==> config.mk <==
export PLATFORM = sky130hd
export DESIGN_NAME = prog_down_counter
export DESIGN_NICKNAME = d
export VERILOG_FILES = /design/src/rtl/pdc_pkg.sv /design/src/rtl/pdc_edge_sync.sv /design/src/rtl/pdc_step_gen.sv /design/src/rtl/pdc_count_core.sv /design/src/rtl/pdc_zero_flag.sv /design/src/rtl/prog_down_counter.sv
export SDC_FILE = /design/constraint.sdc
export NUM_CORES = 1
export LEC_CHECK = 0
export BUFFER_PORTS_ARGS = -buffer_cell sky130_fd_sc_hd__buf_2
export CORE_AREA = 2 2 39 41
export CTS_BUF_LIST = sky130_fd_sc_hd__clkbuf_8
export DETAILED_ROUTE_END_ITERATION = 8
export DIE_AREA = 0 0 41 43
export SLEW_MARGIN = 20
export SYNTH_ARGS = -nofsm -noshare
export SYNTH_HDL_FRONTEND = slang
export SYNTH_SLANG_ARGS = --single-unit
==> constraint.sdc <==
create_clock -name clk -period 2.27 [get_ports clk]
set_input_delay 0.227 -clock clk [delete_from_list [all_inputs] [get_ports clk]]
set_output_delay 0.227 -clock clk [all_outputs]
set_load 0.05 [all_outputs]
==> src/rtl/pdc_pkg.sv <==
package pdc_pkg;

    // Default counter width and synchronizer depth
    localparam int PDC_WIDTH       = 4;
    localparam int PDC_SYNC_STAGES = 2;

    // Count-register update selected for the current cycle, in priority order
    typedef enum logic [1:0] {
        UPD_HOLD  = 2'd0,
        UPD_CLEAR = 2'd1,
        UPD_LOAD  = 2'd2,
        UPD_STEP  = 2'd3
    } upd_sel_e;

endpackage

==> src/rtl/pdc_edge_sync.sv <==
module pdc_edge_sync #(
    parameter int STAGES = 2
) (
    input  logic clk,
    input  logic rst_n,
    input  logic async_i,
    output logic level_o,
    output logic rise_o,
    output logic fall_o
);

    localparam int TOP = STAGES - 1;

    typedef struct packed {
        logic [TOP:0] chain;
        logic         prev;
    } sync_t;

    sync_t st_d, st_q;

    always_comb begin
        st_d = st_q;
        if (STAGES > 1) begin
            st_d.chain = {st_q.chain[TOP-1:0], async_i};
        end else begin
            st_d.chain = async_i;
        end
        st_d.prev = st_q.chain[TOP];
    end

    always_ff @(posedge clk or negedge rst_n) begin
        if (!rst_n) begin
            st_q <= '0;
        end else begin
            st_q <= st_d;
        end
    end

    assign level_o = st_q.chain[TOP];
    assign rise_o  = st_q.chain[TOP] & ~st_q.prev;
    assign fall_o  = ~st_q.chain[TOP] & st_q.prev;

    // a detected edge lasts exactly one system cycle
    a_r11_rise_one_cycle: assert property (@(posedge clk) disable iff (!rst_n)
        rise_o |=> !rise_o);
    a_r11_fall_one_cycle: assert property (@(posedge clk) disable iff (!rst_n)
        fall_o |=> !fall_o);

endmodule

==> src/rtl/pdc_step_gen.sv <==
module pdc_step_gen (
    input  logic cnt_lvl_i,
    input  logic cnt_rise_i,
    input  logic hold_lvl_i,
    input  logic hold_fall_i,
    output logic step_o
);

    logic main_path;
    logic alt_path;

    always_comb begin
        // Normal counting: rising edge of the count input while hold is low
        main_path = cnt_rise_i & ~hold_lvl_i;
        // Alternate counting: falling edge of hold while the count input is high
        alt_path  = hold_fall_i & cnt_lvl_i;
        step_o    = main_path | alt_path;
    end

endmodule

==> src/rtl/pdc_count_core.sv <==
module pdc_count_core
    import pdc_pkg::*;
#(
    parameter int WIDTH = 4
) (
    input  logic             clk,
    input  logic             rst_n,
    input  logic             clear_i,
    input  logic             load_i,
    input  logic [WIDTH-1:0] preset_i,
    input  logic             step_i,
    output logic [WIDTH-1:0] count_o
);

    localparam logic [WIDTH-1:0] ONE  = {{(WIDTH-1){1'b0}}, 1'b1};
    localparam logic [WIDTH-1:0] ZERO = '0;

    typedef struct packed {
        logic [WIDTH-1:0] count;
    } core_t;

    core_t    st_d, st_q;
    upd_sel_e sel;

    always_comb begin
        if (clear_i) begin
            sel = UPD_CLEAR;
        end else if (load_i) begin
            sel = UPD_LOAD;
        end else if (step_i) begin
            sel = UPD_STEP;
        end else begin
            sel = UPD_HOLD;
        end
    end

    always_comb begin
        st_d = st_q;
        unique case (sel)
            UPD_CLEAR: st_d.count = ZERO;
            UPD_LOAD:  st_d.count = preset_i;
            UPD_STEP:  st_d.count = st_q.count - ONE;
            default:   st_d.count = st_q.count;
        endcase
    end

    always_ff @(posedge clk or negedge rst_n) begin
        if (!rst_n) begin
            st_q <= '0;
        end else begin
            st_q <= st_d;
        end
    end

    assign count_o = st_q.count;

    a_r1_clear_zeroes: assert property (@(posedge clk) disable iff (!rst_n)
        clear_i |=> (count_o == ZERO));
    a_r3_load_takes_preset: assert property (@(posedge clk) disable iff (!rst_n)
        (!clear_i && load_i) |=> (count_o == $past(preset_i)));
    a_r4_step_decrements: assert property (@(posedge clk) disable iff (!rst_n)
        (!clear_i && !load_i && step_i) |=> (count_o == $past(count_o) - ONE));
    a_r5_idle_holds: assert property (@(posedge clk) disable iff (!rst_n)
        (!clear_i && !load_i && !step_i) |=> $stable(count_o));
    a_r7_wrap_all_ones: assert property (@(posedge clk) disable iff (!rst_n)
        (!clear_i && !load_i && step_i && count_o == ZERO) |=> (&count_o));

endmodule

==> src/rtl/pdc_zero_flag.sv <==
module pdc_zero_flag #(
    parameter int WIDTH = 4
) (
    input  logic             clear_i,
    input  logic             load_i,
    input  logic             chain_fb_i,
    input  logic [WIDTH-1:0] count_i,
    output logic             zero_o
);

    logic at_zero;

    always_comb begin
        at_zero = (count_i == '0);
        if (chain_fb_i) begin
            zero_o = clear_i | (~load_i & at_zero);
        end else begin
            zero_o = load_i;
        end
    end

endmodule

==> src/rtl/prog_down_counter.sv <==
module prog_down_counter
    import pdc_pkg::*;
#(
    parameter int WIDTH       = PDC_WIDTH,
    parameter int SYNC_STAGES = PDC_SYNC_STAGES
) (
    input  logic             clk,
    input  logic             rst_n,
    input  logic             clear_i,
    input  logic             load_i,
    input  logic             hold_i,
    input  logic             cnt_clk_i,
    input  logic [WIDTH-1:0] preset_i,
    input  logic             chain_fb_i,
    output logic [WIDTH-1:0] count_o,
    output logic             zero_o
);

    logic cnt_lvl, cnt_rise, cnt_fall;
    logic hold_lvl, hold_rise, hold_fall;
    logic step;

    pdc_edge_sync #(.STAGES(SYNC_STAGES)) u_cnt_sync (
        .clk     (clk),
        .rst_n   (rst_n),
        .async_i (cnt_clk_i),
        .level_o (cnt_lvl),
        .rise_o  (cnt_rise),
        .fall_o  (cnt_fall)
    );

    pdc_edge_sync #(.STAGES(SYNC_STAGES)) u_hold_sync (
        .clk     (clk),
        .rst_n   (rst_n),
        .async_i (hold_i),
        .level_o (hold_lvl),
        .rise_o  (hold_rise),
        .fall_o  (hold_fall)
    );

    pdc_step_gen u_step (
        .cnt_lvl_i   (cnt_lvl),
        .cnt_rise_i  (cnt_rise),
        .hold_lvl_i  (hold_lvl),
        .hold_fall_i (hold_fall),
        .step_o      (step)
    );

    pdc_count_core #(.WIDTH(WIDTH)) u_core (
        .clk      (clk),
        .rst_n    (rst_n),
        .clear_i  (clear_i),
        .load_i   (load_i),
        .preset_i (preset_i),
        .step_i   (step),
        .count_o  (count_o)
    );

    pdc_zero_flag #(.WIDTH(WIDTH)) u_zero (
        .clear_i    (clear_i),
        .load_i     (load_i),
        .chain_fb_i (chain_fb_i),
        .count_i    (count_o),
        .zero_o     (zero_o)
    );

    a_r5_hold_blocks_step: assert property (@(posedge clk) disable iff (!rst_n)
        hold_lvl |-> !step);
    a_r5_hold_rise_no_step: assert property (@(posedge clk) disable iff (!rst_n)
        (hold_rise && !cnt_rise) |-> !step);
    a_r6_fall_low_no_step: assert property (@(posedge clk) disable iff (!rst_n)
        (cnt_fall && !hold_fall) |-> !step);
    a_r2_clear_flags_zero: assert property (@(posedge clk) disable iff (!rst_n)
        (clear_i && chain_fb_i) |-> zero_o);
    a_r8_terminal_count: assert property (@(posedge clk) disable iff (!rst_n)
        (chain_fb_i && !clear_i && !load_i && count_o == '0) |-> zero_o);
    a_r10_load_masks_flag: assert property (@(posedge clk) disable iff (!rst_n)
        (chain_fb_i && !clear_i && load_i) |-> !zero_o);
    a_r9_flag_tracks_load: assert property (@(posedge clk) disable iff (!rst_n)
        !chain_fb_i |-> (zero_o == load_i));

endmodule

==> out/results.ini <==
[timing]
setup_viol = 0
fin_crit_ns = 1.74
period_share = 0.766
finalHoldViolCount = 0
setup_slack_ns = 0.531
worst_pin_slew_ns = 0.232
skew_ns = 0.00660
max-slew-margin-rel = 0.844
max_freq_mhz = 575
drv_slew = 0
hold_slack_ns = 0.0983
rsz0062_at_grt = no
tns_ns = 0

[synthesis]
ys_ff_latch = 10
yosysTopAreaCell = dfrtp_1
synthesis.nets = 53
syn-cell-area_um2 = 435
synth.most_common_cell = dfrtp_1
netlist_instances = 41
ys_seq_area_frac = 0.575
yosys.cell_types.count = 16
synth_area_per_cell_um2 = 10.6
synth.area.top_cells = dfrtp_1 57%, a311oi_1 6.0%, inv_1 4.3%, nor2_1 4.3%, o31ai_1 3.4%
async_flop_share = 1.00
synth_top_area_share = 0.575
synth-edff-count = 0
ys.warnings.count = 0
synthTopCellsByCount = 10 x dfrtp_1, 5 x inv_1, 5 x nor2_1
synthFlopType = dfrtp_1

[clock_network]
cts.repair.resized = 0
cts_made_buffers = 3
tritoncts = done
clock_latency_ns = 0.24
cts_buffer_depth = 2
htreeDepth = 1
root_buffer = clkbuf_8
clk_pin_slew_ns = 0.04
cts.sinks = 10

[final_layout]
nets = 74
fin_cells = 77
antenna_cells = 0
layout-drive-gt1-share = 0.328
area_growth_pct = 36.8
finish.utilization = 0.430
design_area_um2 = 596

[drt]
wire_per_inst_um = 11.6
ant_nets = 0
via_count = 370
drt_iter0_drc = 4
drt_wl_total_um = 890
firstDrtPassIters = 2
viasPerCell = 4.81
drc = 0

[placed_design]
place_ws_ns = 0.763
dp.final_hpwl_um = 650
gp_congestion = 0.700
placedCellCount = 72
io_buffers = 15
placed_cell_area_um2 = 531

[power]
power_switching_mw = 0.127
clockPowerShare = 0.447
p_seq_frac = 0.397
ir_worst_vdd_mv = 0.373
p_leak_nw = 0.290
internal-power_mw = 0.368
p_total_mw = 0.495
sw_frac_of_total = 0.257
power_density_nw_per_um2 = 832
share_comb_of_total_power = 0.156

[floorplanning]
row_count = 14
fp.coreArea_um2 = 1380
die_area_um2 = 1760
die_w_um = 41
start_util = 0.315
die_y_um = 43
ios = 16

[worst_setup_path]
start_kind = flip-flop
end_kind = output pin
path_class = flip-flop to output pin
path_cells = inv_1 -> ha_1 -> nor2b_1 -> a21oi_1 -> a21oi_1 -> buf_2
cp_data_arrival_time_ns = 1.51
r2r_cells = 3
cpPeakStageDelay_ns = 0.39
r2r_end = u_core.count_o[3]$_DFFE_PN0P_
crit_fanout = 4
ff2ff_setup_slack_ns = 0.77
cp.required_ns = 2.04
rr_startpoint = u_core.count_o[0]$_DFFE_PN0P_
crit_path_top_delay_cell = dfrtp_1
worst_path_most_repeated_cell = a21oi_1

[global_routing]
antenna_found_initial = 0
grtUsageTotal = 0.140
grt_pass1_vias = 357
grt_max_degree = 11
grt_pass1_wl_um = 1530
grt_overflow_total = 0

[worst_hold_path]
min_from = hold_i
hold_end = u_hold_sync.st_d[2]$_DFF_PN0_
holdPathStages = 1
hold_class = input pin to flip-flop

[flow_run]
maxCapViolations = 0

[status]
outcome = finished clean

==> what timing repair did <==
item,in CTS,in global routing
buffers inserted,0,0
hold buffers,1,0
endpoints found under the hold margin,10,0
==> layout make-up <==
| class | count | area (um2) |
|---|---|---|
| inverter | 5 | 18.8 |
| sequential | 10 | 250 |
| clock buffer | 4 | 55.1 |
| timing repair buffer | 16 | 85.1 |
| multi-input combinational | 26 | 166 |
| fill | 147 | 788 |
| tap | 16 | 20.0 |
==> registers in the layout, summed over array words and instances, names as in the netlist <==
signal               flops
u_hold_sync.level_o      1
u_cnt_sync.level_o       1
u_cnt_sync.st_d          1
u_hold_sync.st_d         1
u_core.count_o           4
u_cnt_sync.st_q          1
u_hold_sync.st_q         1
==> worst max-delay path by stage <==
stage / start / endpoint / slack [ns] / cells past startpoint
after global placement: u_core.count_o[2]$_DFFE_PN0P_ / u_core.count_o[3]$_DFFE_PN0P_ / 0.78 / 3
after detailed placement: u_core.count_o[0]$_DFFE_PN0P_ / u_core.count_o[3]$_DFFE_PN0P_ / 0.76 / 3
after CTS: u_core.count_o[0]$_DFFE_PN0P_ / zero_o / 0.52 / 6
final: u_core.count_o[0]$_DFFE_PN0P_ / zero_o / 0.53 / 6
after global routing: u_core.count_o[0]$_DFFE_PN0P_ / zero_o / 0.37 / 6
after floorplan: u_core.count_o[0]$_DFFE_PN0P_ / zero_o / 0.17 / 5
==> layer usage <==
| layer | up-vias | GRT usage | part of all wire |
|---|---|---|---|
| li1 | 186 | - | - |
| met1 | 167 | 0.147 | 0.45 |
| met2 | 13 | 0.200 | 0.45 |
| met3 | 4 | 0.0785 | 0.079 |
| met4 | 0 | 0.100 | 0.019 |
| met5 | - | 0 | 0 |
==> worst max-delay path: cells and delay by family, from the launching register on <==
family                   cells  cell delay [ns]
AO/OA/AOI/OAI                2             0.21
adder cells (fa/ha/maj)      1             0.15
buffers and inverters        2             0.35
flip-flops                   1             0.39
AND/OR/NAND/NOR              1             0.17
==> cell usage in the layout, fill, tap and decap left out <==
cell and instances:
nor2b_1 2, buf_2 15, a21oi_1 2, a311oi_1 3, nand2b_1 2, and2b_2 1, a31oi_1 1, nor2_1 5
nand3_1 1, ha_1 1, inv_1 5, a221oi_1 1, or4_1 1, clkbuf_8 4, dlygate4sd3_1 1, dfrtp_1 10
o31ai_1 2, or3_1 2, o21ai_0 2
==> cells by family (layout without fill, tap and decap cells) <==
family / after synthesis / after routing / share of synthesized area
DFF: 10 / 10 / 0.575
AOI/OAI and AO/OA: 11 / 11 / 0.175
adders and majority gates: 1 / 1 / 0.0287
and+or+nand+nor: 14 / 14 / 0.178
buffers and inverters: 5 / 25 / 0.0431
==> power by group through the flow <==
stage,Combinational (mW),Sequential [mW],Clock (mW)
2_1_floorplan,0.0316,0.217,0
3_3_place_gp,0.0757,0.199,0
3_5_place_dp,0.0769,0.200,0
4_1_cts,0.0784,0.197,0.228
5_1_grt,0.0864,0.199,0.239
6_report,0.0772,0.197,0.221
(Power assumes the default switching activity.)
